File: config.mk
export PLATFORM = sky130hd
export DESIGN_NAME = can_bit_timer
export DESIGN_NICKNAME = d
export VERILOG_FILES = /design/src/rtl/can_bt_pkg.sv /design/src/rtl/can_bt_cfgreg.sv /design/src/rtl/can_bt_prescaler.sv /design/src/rtl/can_bt_edge.sv /design/src/rtl/can_bt_seq.sv /design/src/rtl/can_bit_timer.sv
export SDC_FILE = /design/constraint.sdc
export NUM_CORES = 1
export LEC_CHECK = 0
export ABC_AREA = 1
export BUFFER_PORTS_ARGS = -buffer_cell sky130_fd_sc_hd__buf_2
export CAP_MARGIN = 20
export CORE_MARGIN = 2
export CORE_UTILIZATION = 50
export CTS_CLUSTER_SIZE = 24
export DETAILED_ROUTE_END_ITERATION = 10
export PLACE_DENSITY = 0.79
export RECOVER_POWER = 25
export SLEW_MARGIN = 20
export SYNTH_ARGS = -nofsm -noshare
export SYNTH_HDL_FRONTEND = slang
export SYNTH_HIERARCHICAL = 1
export SYNTH_SLANG_ARGS = --single-unit
File: constraint.sdc
create_clock -name clk -period 1.4 [get_ports clk]
set_clock_uncertainty 0.1 [all_clocks]
set_input_delay 0.35 -clock clk [delete_from_list [all_inputs] [get_ports clk]]
set_output_delay 0.35 -clock clk [all_outputs]
set_load 0.05 [all_outputs]
File: src/rtl/can_bt_pkg.sv
package can_bt_pkg;
  typedef enum logic [1:0] {
    SEG_IDLE = 2'd0,
    SEG_SYNC = 2'd1,
    SEG_TS1  = 2'd2,
    SEG_TS2  = 2'd3
  } seg_t;
endpackage

File: src/rtl/can_bt_cfgreg.sv
module can_bt_cfgreg #(
  parameter int CFG_W = 16
) (
  input  logic             clk,
  input  logic             rst_n,
  input  logic             halt,
  input  logic             wr,
  input  logic [CFG_W-1:0] wdata,
  output logic [CFG_W-1:0] rdata
);
  logic [CFG_W-2:0] cfg_q, cfg_d;
  logic             unused_top_bit;

  assign unused_top_bit = wdata[CFG_W-1];

  always_comb begin
    cfg_d = cfg_q;
    if (wr && halt) cfg_d = wdata[CFG_W-2:0];
  end

  always_ff @(posedge clk or negedge rst_n) begin
    if (!rst_n) cfg_q <= {(CFG_W-1){1'b1}};
    else        cfg_q <= cfg_d;
  end

  assign rdata = {1'b0, cfg_q};
endmodule

File: src/rtl/can_bt_prescaler.sv
module can_bt_prescaler #(
  parameter int PSC_W = 6
) (
  input  logic             clk,
  input  logic             rst_n,
  input  logic             en,
  input  logic             restart,
  input  logic [PSC_W-1:0] div_m1,
  output logic             tick
);
  logic [PSC_W-1:0] cnt_q, cnt_d;

  assign tick = en && (cnt_q == div_m1);

  always_comb begin
    if (!en || restart || tick) cnt_d = '0;
    else                        cnt_d = cnt_q + PSC_W'(1);
  end

  always_ff @(posedge clk or negedge rst_n) begin
    if (!rst_n) cnt_q <= '0;
    else        cnt_q <= cnt_d;
  end
endmodule

File: src/rtl/can_bt_edge.sv
module can_bt_edge (
  input  logic clk,
  input  logic rst_n,
  input  logic rx,
  output logic fall
);
  logic prev_q;

  always_ff @(posedge clk or negedge rst_n) begin
    if (!rst_n) prev_q <= 1'b1;
    else        prev_q <= rx;
  end

  assign fall = prev_q && !rx;
endmodule

File: src/rtl/can_bt_seq.sv
module can_bt_seq
  import can_bt_pkg::*;
#(
  parameter int TS1_W = 4,
  parameter int TS2_W = 3,
  parameter int SJW_W = 2
) (
  input  logic             clk,
  input  logic             rst_n,
  input  logic             halt,
  input  logic             tq_tick,
  input  logic             rx_fall,
  input  logic             rx,
  input  logic [TS1_W-1:0] seg1_m1,
  input  logic [TS2_W-1:0] seg2_m1,
  input  logic [SJW_W-1:0] jump_m1,
  output logic             hard_sync,
  output logic             sample_stb,
  output logic             bit_start,
  output logic             rx_sampled
);
  localparam int WA  = (TS1_W > TS2_W) ? TS1_W : TS2_W;
  localparam int WM  = (WA > SJW_W) ? WA : SJW_W;
  localparam int Q_W = WM + 1;

  seg_t           seg_q, seg_d;
  logic [Q_W-1:0] qcnt_q, qcnt_d;
  logic [Q_W-1:0] adj_q, adj_d;
  logic           done_q, done_d;
  logic           smp_q, smp_d;
  logic           bst_q, bst_d;
  logic           rxs_q, rxs_d;

  logic [Q_W-1:0] s1_x, s2_x, jw_x;
  logic [Q_W-1:0] err1, err2, lim1, lim2, adj_eff;
  logic           resync_ok, s1_end, s2_end;

  assign s1_x = Q_W'(seg1_m1);
  assign s2_x = Q_W'(seg2_m1);
  assign jw_x = Q_W'(jump_m1) + Q_W'(1);

  // phase error: late edge in segment 1, early edge in segment 2
  assign err1 = qcnt_q + Q_W'(1);
  assign err2 = s2_x + Q_W'(1) - qcnt_q;
  assign lim1 = (err1 < jw_x) ? err1 : jw_x;
  assign lim2 = (err2 < jw_x) ? err2 : jw_x;

  assign resync_ok = !halt && rx_fall && !done_q;
  assign hard_sync = !halt && rx_fall && (seg_q == SEG_IDLE);

  always_comb begin
    adj_eff = adj_q;
    if (resync_ok && seg_q == SEG_TS1) adj_eff = lim1;
    if (resync_ok && seg_q == SEG_TS2) adj_eff = lim2;
  end

  assign s1_end = ({1'b0, qcnt_q} == ({1'b0, s1_x} + {1'b0, adj_eff}));
  assign s2_end = (({1'b0, qcnt_q} + {1'b0, adj_eff}) >= {1'b0, s2_x});

  always_comb begin
    seg_d  = seg_q;
    qcnt_d = qcnt_q;
    adj_d  = adj_q;
    done_d = done_q;
    smp_d  = 1'b0;
    bst_d  = 1'b0;
    rxs_d  = rxs_q;
    if (halt) begin
      seg_d  = SEG_IDLE;
      qcnt_d = '0;
      adj_d  = '0;
      done_d = 1'b0;
    end else begin
      case (seg_q)
        SEG_IDLE: begin
          if (hard_sync) begin
            seg_d  = SEG_SYNC;
            qcnt_d = '0;
            adj_d  = '0;
            done_d = 1'b0;
            bst_d  = 1'b1;
          end
        end
        SEG_SYNC: begin
          if (tq_tick) begin
            seg_d  = SEG_TS1;
            qcnt_d = '0;
          end
        end
        SEG_TS1: begin
          if (resync_ok) begin
            adj_d  = lim1;
            done_d = 1'b1;
          end
          if (tq_tick) begin
            if (s1_end) begin
              seg_d  = SEG_TS2;
              qcnt_d = '0;
              adj_d  = '0;
              smp_d  = 1'b1;
              rxs_d  = rx;
            end else begin
              qcnt_d = qcnt_q + Q_W'(1);
            end
          end
        end
        SEG_TS2: begin
          if (resync_ok) begin
            adj_d  = lim2;
            done_d = 1'b1;
          end
          if (tq_tick) begin
            if (s2_end) begin
              seg_d  = SEG_SYNC;
              qcnt_d = '0;
              adj_d  = '0;
              done_d = 1'b0;
              bst_d  = 1'b1;
            end else begin
              qcnt_d = qcnt_q + Q_W'(1);
            end
          end
        end
        default: seg_d = SEG_IDLE;
      endcase
    end
  end

  always_ff @(posedge clk or negedge rst_n) begin
    if (!rst_n) begin
      seg_q  <= SEG_IDLE;
      qcnt_q <= '0;
      adj_q  <= '0;
      done_q <= 1'b0;
      smp_q  <= 1'b0;
      bst_q  <= 1'b0;
      rxs_q  <= 1'b1;
    end else begin
      seg_q  <= seg_d;
      qcnt_q <= qcnt_d;
      adj_q  <= adj_d;
      done_q <= done_d;
      smp_q  <= smp_d;
      bst_q  <= bst_d;
      rxs_q  <= rxs_d;
    end
  end

  assign sample_stb = smp_q;
  assign bit_start  = bst_q;
  assign rx_sampled = rxs_q;
endmodule

File: src/rtl/can_bit_timer.sv
module can_bit_timer #(
  parameter int PSC_W = 6,
  parameter int TS1_W = 4,
  parameter int TS2_W = 3,
  parameter int SJW_W = 2,
  localparam int CFG_W = 1 + TS2_W + TS1_W + SJW_W + PSC_W
) (
  input  logic             clk,
  input  logic             rst_n,
  input  logic             halt,
  input  logic             cfg_wr,
  input  logic [CFG_W-1:0] cfg_wdata,
  output logic [CFG_W-1:0] cfg_rdata,
  input  logic             rx,
  output logic             tq_tick,
  output logic             sample_stb,
  output logic             bit_start,
  output logic             rx_sampled
);
  localparam int PSC_LO = 0;
  localparam int SJW_LO = PSC_LO + PSC_W;
  localparam int TS1_LO = SJW_LO + SJW_W;
  localparam int TS2_LO = TS1_LO + TS1_W;

  logic [1:0] rst_pipe_q;
  logic       rst_s_n;
  logic       fall, hsync;

  always_ff @(posedge clk or negedge rst_n) begin
    if (!rst_n) rst_pipe_q <= 2'b00;
    else        rst_pipe_q <= {rst_pipe_q[0], 1'b1};
  end
  assign rst_s_n = rst_pipe_q[1];

  can_bt_cfgreg #(.CFG_W(CFG_W)) u_cfg (
    .clk   (clk),
    .rst_n (rst_s_n),
    .halt  (halt),
    .wr    (cfg_wr),
    .wdata (cfg_wdata),
    .rdata (cfg_rdata)
  );

  can_bt_prescaler #(.PSC_W(PSC_W)) u_psc (
    .clk     (clk),
    .rst_n   (rst_s_n),
    .en      (!halt),
    .restart (hsync),
    .div_m1  (cfg_rdata[PSC_LO +: PSC_W]),
    .tick    (tq_tick)
  );

  can_bt_edge u_edge (
    .clk   (clk),
    .rst_n (rst_s_n),
    .rx    (rx),
    .fall  (fall)
  );

  can_bt_seq #(.TS1_W(TS1_W), .TS2_W(TS2_W), .SJW_W(SJW_W)) u_seq (
    .clk        (clk),
    .rst_n      (rst_s_n),
    .halt       (halt),
    .tq_tick    (tq_tick),
    .rx_fall    (fall),
    .rx         (rx),
    .seg1_m1    (cfg_rdata[TS1_LO +: TS1_W]),
    .seg2_m1    (cfg_rdata[TS2_LO +: TS2_W]),
    .jump_m1    (cfg_rdata[SJW_LO +: SJW_W]),
    .hard_sync  (hsync),
    .sample_stb (sample_stb),
    .bit_start  (bit_start),
    .rx_sampled (rx_sampled)
  );
endmodule

After elaboration in Yosys (flattened, before gate mapping):

Index checks and enable logic that the tools add are counted.

* memories: 0
* bits in writable memories: 0
* memory bits (read-only): 0
* bits in registers: 40
* latch bits: 0
* logic and storage cells: 96

* $add $sub $neg: 7
* multiplexer cells: 44
* reduce and logical (&&, ||, !) cells: 19
* $mul: 0
* divide/modulo/power cells: 0
* bitwise gates (word level): 1
* order comparisons: 3
* shifts and indexed selects: 0
* equal/unequal tests: 11

Operators with widths (count)
* $mux W5: 18
* $pmux W5 S4: 1
* $ne A3 B2 Y1 const B: 6
* $pmux W5 S3: 1
* $mux W2: 7
* $mux W1: 13
* $lt A5 B5 Y1: 2
* $logic_and A1 B1 Y1: 8
* $pmux W2 S4: 1
* $reduce_and A4 Y1: 2
* $add A4 B5 Y6: 1
* $add A5 B5 Y6: 1
* $add A6 B1 Y6 const B: 1
* $eq A5 B6 Y1: 1
* $eq A6 B6 Y1: 1
* $ge A6 B3 Y1: 1
* $mux W6: 1
* $reduce_and A6 Y1: 1
* $add A5 B1 Y5 const B: 1
* $sub A5 B5 Y5: 1
* $add A3 B1 Y4 const B: 1
* $eq A2 B2 Y1 const B: 2
* $reduce_bool A4 Y1: 1
* $add A2 B1 Y3 const B: 1
* other kinds (8): 11

Depth between registers and ports, before layout:

Gate-level depths: netlist of run 1.

* depth in word-level cells: 13
* mapped depth: 28
* mapped depth without buffers: 28

Hierarchy:

Netlist of run 1, hierarchy kept.

By module, submodules not included
* can_bt_seq: area an instance 1958.1 um2, sequential area each 401.6 um2, cells an instance 286, instances 1
* can_bt_cfgreg: area an instance 684.4 um2, sequential area each 394.1 um2, cells an instance 68, instances 1
* can_bt_prescaler: area an instance 435.4 um2, sequential area each 150.1 um2, cells an instance 71, instances 1
* can_bit_timer: area an instance 57.6 um2, sequential area each 50.0 um2, cells an instance 4, instances 1
* can_bt_edge: area an instance 36.3 um2, sequential area each 26.3 um2, cells an instance 3, instances 1

Worst setup path after synthesis of run 1:

OpenSTA, ideal clock, no wires.

* path kind: reg2reg
* start point: register u_cfg.cfg_q[12]
* end point: register u_seq.qcnt_q[0]
* clock period less this slack: 4.640 ns
* data arrival time: 4.467 ns
* slack: -3.240 ns
* stages on the path, launching flop included: 25
* library setup time: 0.073 ns
* cells stage by stage: dfstp_2 > ha_1 > inv_1 > fa_1 > xnor2_1 > ha_1 > a21oi_1 > o21a_1 > nand2_1 > nor2_1 > nand3_1 > and3_1 > nor2_1 > inv_1 > fa_1 > inv_1 > ha_1 > a21boi_0 > o21ai_0 > nand3_1 > nor2_1 > nand2_1 > nand2_4 > nand2_2 > a21oi_2

* cells in the longest elaborated chain, start to end: 11
* elaborated cells on any way between the ends: 15
* those cells by class: add/sub (4); order compare (2); eq/ne (1); mux (8)

RTL lines
* start: declaration: RTL line can_bt_cfgreg.sv:11 `logic [CFG_W-2:0] cfg_q, cfg_d;`
* start signal: assignment: RTL line can_bt_cfgreg.sv:22 `if (!rst_n) cfg_q <= {(CFG_W-1){1'b1}};`
* start signal: assignment: RTL line can_bt_cfgreg.sv:23 `else cfg_q <= cfg_d;`
* $add A3 B1 Y4: RTL line can_bt_seq.sv:44 `assign err2 = s2_x + Q_W'(1) - qcnt_q;`
* $sub A5 B5 Y5: RTL line can_bt_seq.sv:44
* $lt A5 B5 Y1: RTL line can_bt_seq.sv:46 `assign lim2 = (err2 < jw_x) ? err2 : jw_x;`
* $mux W5: RTL line can_bt_seq.sv:46
* $mux W5: RTL line can_bt_seq.sv:54 `if (resync_ok && seg_q == SEG_TS2) adj_eff = lim2;`
* $add A5 B5 Y6 / $add A4 B5 Y6 (equally long branches): RTL line can_bt_seq.sv:58, can_bt_seq.sv:57
* $ge A6 B3 Y1 / $eq A5 B6 Y1 (equally long branches): RTL line can_bt_seq.sv:58, can_bt_seq.sv:57
* $mux W5 (on tied branches): RTL line can_bt_seq.sv:113, can_bt_seq.sv:96
* $mux W5 (on tied branches): RTL line can_bt_seq.sv:112, can_bt_seq.sv:95
* $pmux W5 S4 *: RTL line can_bt_seq.sv:74 `case (seg_q)`
* $mux W5 *: RTL line can_bt_seq.sv:68 `if (halt) begin`
* end signal: assignment: RTL line can_bt_seq.sv:140 `qcnt_q <= qcnt_d;`
* end: declaration: RTL line can_bt_seq.sv:27 `logic [Q_W-1:0] qcnt_q, qcnt_d;`

Mark *: on every way between the ends. The rest lies on a longest branch, timed or not. The select of a mux whose other input is x is not followed.
A chain may end at the register's enable or synchronous reset.

Final worst setup path of run 1:

* start point: register u_seq.qcnt_q[0]
* end point: register u_seq.qcnt_q[1]

* cells in the longest elaborated chain, start to end: 11
* elaborated cells on any way between the ends: 18
* those cells by class: add/sub (4); order compare (3); eq/ne (1); mux (10)

RTL lines
* $add A5 B1 Y5: RTL line can_bt_seq.sv:43, can_bt_seq.sv:103, can_bt_seq.sv:120
* $lt A5 B5 Y1: RTL line can_bt_seq.sv:45 `assign lim1 = (err1 < jw_x) ? err1 : jw_x;`
* $mux W5: RTL line can_bt_seq.sv:45
* $mux W5: RTL line can_bt_seq.sv:53 `if (resync_ok && seg_q == SEG_TS1) adj_eff = lim1;`
* $mux W5: RTL line can_bt_seq.sv:54
* $add A5 B5 Y6 / $add A4 B5 Y6 (equally long branches): RTL line can_bt_seq.sv:58, can_bt_seq.sv:57
* $ge A6 B3 Y1 / $eq A5 B6 Y1 (equally long branches): RTL line can_bt_seq.sv:58, can_bt_seq.sv:57
* $mux W5 (on tied branches): RTL line can_bt_seq.sv:113, can_bt_seq.sv:96
* $mux W5 (on tied branches): RTL line can_bt_seq.sv:112, can_bt_seq.sv:95
* $pmux W5 S4 *: RTL line can_bt_seq.sv:74
* $mux W5 *: RTL line can_bt_seq.sv:68

Marks and branches as above.

==> impl_results.md, run 1 <==
- Initial core utilization: 0.508
- Period utilization: 4.25
- Synth Warn #: 6
- Pwr Density: between 1000 and 1500 nW/um^2
- Clk root buf: clkbuf_8
- Worst reg2reg path depth: 23
- Max Transition Viols Final: 0
- Reg clk slew, reported paths: roughly 110 ps
- Top Ports: between 40 and 50
- Fin Setup TNS: -73620 ps
- VDD IR max: between 0.9 and 1 mV
- Violated checks: setup timing
- Nets: roughly 660
- Top cell by count, worst path: buf_4
- Hold wc startpoint: rx
- Antenna violations before repair: 1
- Syn-to-layout area delta: 65.2%
- Remaining DRCs: 0
- Clock sink count: 40
- Die width: about 84 um
- Crit-path cells: buf_4, ha_1, xor2_1, ha_1, a21oi_1, buf_4, buf_4, nand3_1, nand3_1, o21ai_0, nor2_4, inv_1, fa_2, xnor2_1, ha_2, nor3_2, nor3b_2, nand3_2, nor2_2, nand2_2, nand2_4, nand3_2, o21ai_1
- Fmax: 168 MHz
- GPL Wtd Cong: 0.907
- Syn Nets: 484
- Netlist cell types: 39
- Area of the core: about 6200 sq um
- Final Power: roughly 7.3 mW
- Startpoint Class: flip-flop
- GR Util met2: 0.672
- Post-Synthesis Cells: 432
- Post-Layout Cell Count: ~690
- Antenna Nets Post-Route: 0
- Post-route cell area: around 5200 sq um
- Pin count of the biggest net entering global routing: 39
- TritonCTS clock tree: built
- Drt first pass iters: 11
- Crit Path Category: flip-flop to flip-flop
- Unrepaired setup endpoints after global routing: yes
- Grt ovf: 0
- Slew margin rel.: 0.370
- Number of core rows: 29
- HPWL after detailed placement: 6.64 mm
- Outcome: complete, but fails checks
- Initial DRC Count: around 1100
- H-Tree Depth: 2
- Die area: 7000 sq um
- Post-synth top area share: 0.181
- Share of layout cells above drive strength 1: 0.536
- Reg-to-Reg End: u_seq/qcnt_q[1]
- FF-to-FF setup slack: -4550 ps
- GR Util met3: 0.0702
- Drt total wl: 19.7 mm
- Via Count: ~4800
- Most common cell after layout, fill and taps aside: buf_4
- GR Layer Usage met1: 0.415
- Global-route wire length before repair: approximately 21 mm
- Final hold viol count: 0
- Seq/Total Area, Yosys: 0.322
- RR Startpoint: u_seq/qcnt_q[0]
- Beginning of the critical path: u_seq/qcnt_q[0]
- # fillers: 250
- Yosys top cell by area: dfrtp_1
- Vias per cell: between 6 and 7
- Avg Cell Area, Syn: between 7 and 8 sq um
- Gr usage total: 0.377
- Most frequent cells in the layout: buf_4 (113), nand2_1 (85), inv_1 (47), nand3_1 (47), nand2_2 (36)
- Hold EP: u_edge/prev_q
- Worst Hold Depth: 2
- Area contributors post-synth: dfrtp_1 (18%), dfstp_2 (14%), nand2_1 (13%)
- Placed cells: ~640
- Chip Height: 83.6 um
- Critical path required time: 1480 ps
- Slew @ Worst Pin: 945 ps
- Dpl cell area: ~4200 sq um
- Critical path arrival: about 6000 ps
- Worst path slowest cell: dfrtp_1
- Port Buffers: 38
- Crit Path Max Fanout: 5
- Synthesized area: between 3000 and 4000 sq um
- Lkg Pwr: 2.64 nW
- Clock Tree Buf Depth: 2
- FF+latch count, synth: 40
- Tmin final: a little under 6000 ps
- TritonCTS Buffers: 5
- Max Cap Viol: 0
- Gr busiest metal: met2
- Final worst slack: -4550 ps
- Clk_lat worst skew: approximately 320 ps
- Hold Path Class: input port to flip-flop
- Number of global-route vias before repair: 4178
- Final number of setup-violating endpoints: 40
- CP max stage delay: roughly 480 ps
- Crit end category: flip-flop
- Final Util: 0.840
- DR WL/cell: roughly 29 um
where the power goes:
part,total (mW),switching [mW],internal [mW],leakage [nW]
clock network,1.08,0.537,0.539,0.0548
registers,1.48,0.162,1.32,0.490
logic,4.78,2.73,2.05,2.10
total,7.34,3.43,3.91,2.64
area by class of cell:
cell class / instances / area [sq um] / share of cell area
clock buffer: 5 / 68.8 / 0.0131
clock inverter: 3 / 46.3 / 0.00883
multi-input combinational: 320 / 2250 / 0.430
tap: 77 / 96.3 / 0.0184
sequential: 40 / 1030 / 0.197
inverter: 64 / 249 / 0.0475
timing repair buffer: 178 / 1490 / 0.285
antenna: 2 / 5.00 / 0.000955
cell families after synthesis:
| logic type | after synthesis | share of synthesized area |
|---|---|---|
| xor gates and xnor gates | 11 | 0.0304 |
| DFF | 40 | 0.322 |
| AOI/OAI and AO/OA | 38 | 0.0682 |
| and+or+nand+nor | 238 | 0.346 |
| buffers and inverters | 72 | 0.102 |
| other | 2 | 0.00237 |
| adders and majority gates | 31 | 0.129 |
metal layers:
metal | vias up | part of all wire
li1 | 1728 | -
met1 | 2040 | 0.29
met2 | 674 | 0.40
met3 | 310 | 0.17
met4 | 2 | 0.14
met5 | - | 0.0022
synth_stat cells:
library cell  count
nor2_2            3
o21bai_1          1
nand2_8           1
o21a_1            1
nand2_4           1
fa_1              3
inv_1            58
buf_8             1
nand3_1          54
a21oi_2           2
a21boi_0          1
xor2_1            8
dfrtp_1          23
nand4_1           2
inv_2             4
buf_4             4
a21oi_1          11
nor3b_1           1
o21ai_0           9
nand2_1         113
conb_1            2
ha_1             28
a31oi_1           2
buf_6             3
and3_1            1
o22ai_1           1
o21ai_2           2
clkinv_2          1
o21ai_1           8
nand4_2           1
inv_4             1
or2_2             1
nor2_4            3
nor3_1            3
nand2_2          12
nand3_2           4
dfstp_2          17
nor2_1           38
xnor2_1           3
registers in the layout, summed over array words and instances (netlist names):
register,flops
u_seq/sample_stb,1
u_seq/qcnt_q,5
u_psc/cnt_q,6
u_edge/prev_q,1
u_seq/adj_q,5
rst_pipe_q,2
u_seq/done_q,1
u_cfg/cfg_q,15
u_seq/rx_sampled,1
u_seq/seg_q,2
u_seq/bit_start,1
worst max path at each step:
stage,depth (start not counted),slack [ps],endpoint
4_1_cts,24,-3170,u_seq/qcnt_q[1]
3_5_place_dp,24,-3370,u_seq/qcnt_q[1]
5_1_grt,24,-4470,u_seq/qcnt_q[1]
2_1_floorplan,24,-3030,u_seq/qcnt_q[0]
3_3_place_gp,24,-3130,u_seq/qcnt_q[4]
6_report,23,-4550,u_seq/qcnt_q[1]
what timing repair did:
item,4_1_cts,5_1_grt
hold buffers,1,0
buffers inserted,25,19
setup endpoints to repair,39,39
hold endpoints to repair,2,0
pin swaps,30,27
gates resized for setup,105,78
worst max-delay path, delay by kind of cell, from the launching register on:
kind            cells  cell delay (ps)
buf+inv             4              620
compound gates      3              830
fa+ha+maj           4             1290
flops               1              480
xor+xnor            2              560
simple gates       10             1900
per-stage QoR:
step                hold WS, ps  setup slack [ps]
finish                      167             -4550
floorplan                 -45.6             -3030
global route                149             -4470
CTS                         145             -3170
detailed placement         37.3             -3370
global placement           36.1             -3130
No activity file was read; power rests on OpenSTA's default activity.
==> run 2, diff against run 1 <==
--- a/config.mk
+++ b/config.mk
@@ -5,7 +5,6 @@
 export SDC_FILE = /design/constraint.sdc
 export NUM_CORES = 1
 export LEC_CHECK = 0
-export ABC_AREA = 1
 export BUFFER_PORTS_ARGS = -buffer_cell sky130_fd_sc_hd__buf_2
 export CAP_MARGIN = 20
 export CORE_MARGIN = 2
==> impl_results.md, run 2 <==
- Top post-synthesis cells by count: ha_1 (28), dfrtp_1 (23), inv_1 (21), nor2_1 (21), dfstp_2 (17)
- Clock sink count: 40
- Predominant post-synthesis flop cell: dfrtp_1
- Top Ports: 41
- Syn Nets: 363
- Number of core rows: 28
- Grt ovf: 1
- Log Error: [ERROR GRT-0232] Routing congestion too high. Check the congestion heatmap in the GUI.
- HPWL after detailed placement: around 7.1 mm
- Die width: around 83 um
- Clk root buf: clkbuf_8
- TritonCTS Buffers: 5
- Avg Cell Area, Syn: between 9 and 10 sq um
- Clock Tree Buf Depth: 2
- Post-synth top area share: 0.186
- Port Buffers: 38
- Pin count of the biggest net entering global routing: 39
- Gr usage total: 0.624
- Worst EP Category: register data pin
- Synth Warn #: 6
- Worst EP post-GRT repair: u_seq/seg_q[0]$_DFFE_PN0P_/D
- Synthesized area: 3090 sq um
- Netlist cell types: 65
- Post-Synthesis Cells: 311
- FF+latch count, synth: 40
- Ys async rst share: 1.00
- Outcome: stopped before the end
- Initial core utilization: 0.519
- Area contributors post-synth: dfrtp_1 (19%), dfstp_2 (14%), ha_1 (11%)
- Yosys top cell by area: dfrtp_1
- Most numerous cell in the Yosys netlist: ha_1
- GPL Wtd Cong: 0.897
- Post-synth EDFFs: 0
- Chip Height: about 83 um
- H-Tree Depth: 2
- Stop stage: global routing (5_1_grt)
- Seq/Total Area, Yosys: 0.331
- Dpl cell area: 4120 sq um
## run 2: changes by cell type after synthesis, sizes merged, moves of 6 or more
cell and delta:
a211oi +8, inv -42, mux2 +17, nand2 -115, nand3 -50, nor2 -22
nor2b +6, nor3 +6, o21ai -6, xnor2 +8
## run 2: what timing repair did
item,CTS
hold buffers,1
buffers inserted,16
hold endpoints to repair,2
cloned,0
endpoints found under the setup margin,39
gates resized for setup,128
pin swaps,30
## run 2: stage by stage
stage / utilization / hold WS [ps] / instances / worst slack (ps) / setup TNS, ps
after floorplan: - / -45.6 / 311 / -3740 / -56340
after global placement: 0.691 / 34.8 / 514 / -3730 / -62120
after detailed placement: 0.691 / 38.8 / 514 / -3970 / -65680
after CTS: 0.818 / 147 / 535 / -3950 / -64170
## run 2: cells by family after synthesis
family	count (synthesis)	share of synthesized area
other cells	2	0.00243
simple gates	88	0.158
flops	40	0.331
mux	21	0.0870
compound gates	77	0.180
buf+inv	32	0.0482
xor+xnor	20	0.0611
fa+ha+maj	31	0.133
## run 2: routing by layer
layer | track usage | GRT overflow
met2 | 0.788 | 0
met1 | 0.643 | 0
met4 | 0.561 | 1
met5 | 0.0583 | 0
met3 | 0.490 | 0
==> run 3, diff against run 2 <==
--- a/config.mk
+++ b/config.mk
@@ -8,10 +8,9 @@
 export BUFFER_PORTS_ARGS = -buffer_cell sky130_fd_sc_hd__buf_2
 export CAP_MARGIN = 20
 export CORE_MARGIN = 2
-export CORE_UTILIZATION = 50
-export CTS_CLUSTER_SIZE = 24
+export CORE_UTILIZATION = 35
 export DETAILED_ROUTE_END_ITERATION = 10
-export PLACE_DENSITY = 0.79
+export PLACE_DENSITY_LB_ADDON = 0.15
 export RECOVER_POWER = 25
 export SLEW_MARGIN = 20
 export SYNTH_ARGS = -nofsm -noshare
==> constraint.sdc (replaced) <==
create_clock -name clk -period 1.8 [get_ports clk]
set_clock_uncertainty 0.1 [all_clocks]
set_input_delay 0.45 -clock clk [delete_from_list [all_inputs] [get_ports clk]]
set_output_delay 0.45 -clock clk [all_outputs]
set_load 0.05 [all_outputs]
==> impl_results.md, run 3 <==
- Reg clk slew, reported paths: approximately 90 ps
- Vias per cell: between 5 and 6
- Clk root buf: clkbuf_8
- Area of the core: 8640 sq um
- Global-route wire length before repair: 14.6 mm
- Post-synth EDFFs: 0
- Most numerous cell in the Yosys netlist: ha_1
- Hold_ws: 144 ps
- Synthesized area: 3090 sq um
- Unrepaired setup endpoints after global routing: yes
- FF+latch count, synth: 40
- Number of diodes: 0
- Max FFs per register: 15
- Remaining DRCs: 0
- Predominant post-synthesis flop cell: dfrtp_1
- Ys async rst share: 1.00
- Startpoint Class: flip-flop
- Clk_lat worst skew: around 300 ps
- Number of core rows: 34
- Initial core utilization: 0.358
- Violated checks: setup timing
- Largest registers: u_cfg/cfg_q x15, u_psc/cnt_q x6
- Avg Cell Area, Syn: approximately 10 sq um
- RR Startpoint: u_cfg/cfg_q[12]
- Final worst slack: -3430 ps
- Drt first pass iters: 4
- Pin count of the biggest net entering global routing: 23
- Critical path required time: 1870 ps
- Grt ovf: 0
- Number of global-route vias before repair: between 3000 and 4000
- HPWL after detailed placement: 6.78 mm
- VDD IR max: slightly above 0.5 mV
- Worst path slowest cell: dfstp_4
- Fmax: roughly 190 MHz
- Tmin final: 5230 ps
- Critical path arrival: 5300 ps
- Worst reg2reg path depth: 22
- TritonCTS Buffers: 5
- Most common cell after layout, fill and taps aside: buf_4
- Post-Synthesis Cells: between 300 and 400
- Most frequent cells in the layout: buf_4 (123), buf_2 (28), dfrtp_1 (23)
- Area contributors post-synth: dfrtp_1 (19%), dfstp_2 (14%), ha_1 (11%)
- Max Transition Viols Final: 0
- Yosys top cell by area: dfrtp_1
- Syn-to-layout area delta: 55.5%
- Crit Path Max Fanout: 4
- GR Util met2: 0.310
- Outcome: complete, but fails checks
- Die area: around 9600 sq um
- Top post-synthesis cells by count: ha_1 (28), dfrtp_1 (23), inv_1 (21), nor2_1 (21), dfstp_2 (17)
- # fillers: between 700 and 800
- Top Ports: 41
- DR WL/cell: 15.5 um
- Clock Tree Buf Depth: 2
- Max Cap Viol: 0
- H-Tree Depth: 2
- Chip Height: just under 100 um
- Syn Nets: roughly 360
- Pwr Density: just under 1000 nW/um^2
- Crit-path cells: ha_4, inv_2, fa_2, inv_2, ha_4, a21o_1, a221o_1, nor4_4, o211ai_1, nand3_2, ha_4, inv_2, fa_2, inv_2, ha_4, o21ai_2, nor2_2, nor4_2, or4_4, buf_4, a31oi_1, o22ai_1
- Port Buffers: 38
- Nets: 525
- GR Util met3: 0.0265
- GR Layer Usage met1: 0.259
- Final hold viol count: 0
- Top reg by flops: u_cfg/cfg_q
- Period utilization: 2.90
- TritonCTS clock tree: built
- Crit end category: flip-flop
- Seq/Total Area, Yosys: 0.331
- WP buf/inv: 5
- FF-to-FF setup slack: -3430 ps
- Area occupied by registers: 1030 sq um
- Share of layout cells above drive strength 1: 0.565
- Post-synth top area share: 0.186
- Slew @ Worst Pin: ~1000 ps
- Netlist cell types: 65
- Slew margin rel.: 0.329
- Lkg Pwr: 2.30 nW
- GPL Wtd Cong: between 0.9 and 1
- Synth Warn #: 6
- Initial DRC Count: 108
- Drt total wl: between 9 and 10 mm
- Crit-path leading delay family: adder cells
- Antenna Nets Post-Route: 0
- Die width: just under 100 um
- Reg-to-Reg End: u_seq/qcnt_q[2]
- Area of the multi-input gates: between 2000 and 2500 sq um
- Via Count: roughly 3000
- Gr usage total: 0.189
- Antenna violations before repair: 0
- Gr busiest metal: met2
- Crit Path Category: flip-flop to flip-flop
- Hold Path Class: flip-flop to asynchronous set/reset pin
- CP max stage delay: approximately 650 ps
- Clock sink count: 40
- Pre-CTS WS: -3470 ps
- Final number of setup-violating endpoints: 17
[run 3: worst max-delay path by stage]
stage	cells past startpoint	start	endpoint	slack, ps
floorplan	21	u_cfg/cfg_q[12]	u_seq/seg_q[0]	-3340
global placement	23	u_cfg/cfg_q[12]	u_seq/adj_q[2]	-3380
detailed placement	18	u_cfg/cfg_q[12]	u_seq/seg_q[0]	-3470
CTS	21	u_cfg/cfg_q[12]	u_seq/seg_q[0]	-3440
global route	22	u_cfg/cfg_q[12]	u_seq/qcnt_q[2]	-3560
finish	22	u_cfg/cfg_q[12]	u_seq/qcnt_q[2]	-3430
[run 3: power breakdown]
group / internal (mW) / total, mW / switching (mW)
sequential: 1.04 / 1.12 / 0.0746
combinational: 1.53 / 3.05 / 1.52
clock: 0.272 / 0.615 / 0.343
[run 3: logic make-up after synthesis]
kind of cell             count (synthesis)  synth area share
AND/OR/NAND/NOR                         88             0.158
AO/OA/AOI/OAI                           77             0.180
flip-flops                              40             0.331
buffers and inverters                   32            0.0482
adder cells (fa/ha/maj)                 31             0.133
multiplexers                            21            0.0870
XOR/XNOR                                20            0.0611
other                                    2           0.00243
[run 3: per-layer routing]
| layer | up-vias | wire, um |
|---|---|---|
| met5 | - | 0 |
| met1 | 1394 | 4250 |
| met3 | 13 | 312 |
| li1 | 1463 | - |
| met4 | 0 | 172 |
| met2 | 60 | 4310 |
[run 3: per-stage QoR]
stage | power, mW | std cells | area, sq um | TNS, ps | util
after floorplan | 2.52 | 311 | 3120 | -49150 | -
after global placement | 3.51 | 555 | 4210 | -53420 | 0.487
after detailed placement | 3.54 | 555 | 4210 | -54540 | 0.487
after CTS | 4.50 | 578 | 4580 | -52140 | 0.530
after global routing | 5.11 | 582 | 4810 | -54450 | 0.557
final | 4.78 | 582 | 4810 | -51440 | 0.557
[run 3: timing repair]
item                       in CTS  in global routing
gates cloned                    0                  0
gates resized for setup        43                 42
buffers inserted               15                  4
setup endpoints to repair      23                 28
hold buffers                    1                  0
hold endpoints to repair        2                  0
pin swaps                      12                 19
[run 3: area by class of cell]
type,instances,area share
multi-input combinational,239,0.470
clock inverter,2,0.00260
timing repair buffer,166,0.253
clock buffer,6,0.0151
tap,108,0.0281
sequential,40,0.214
inverter,21,0.0164
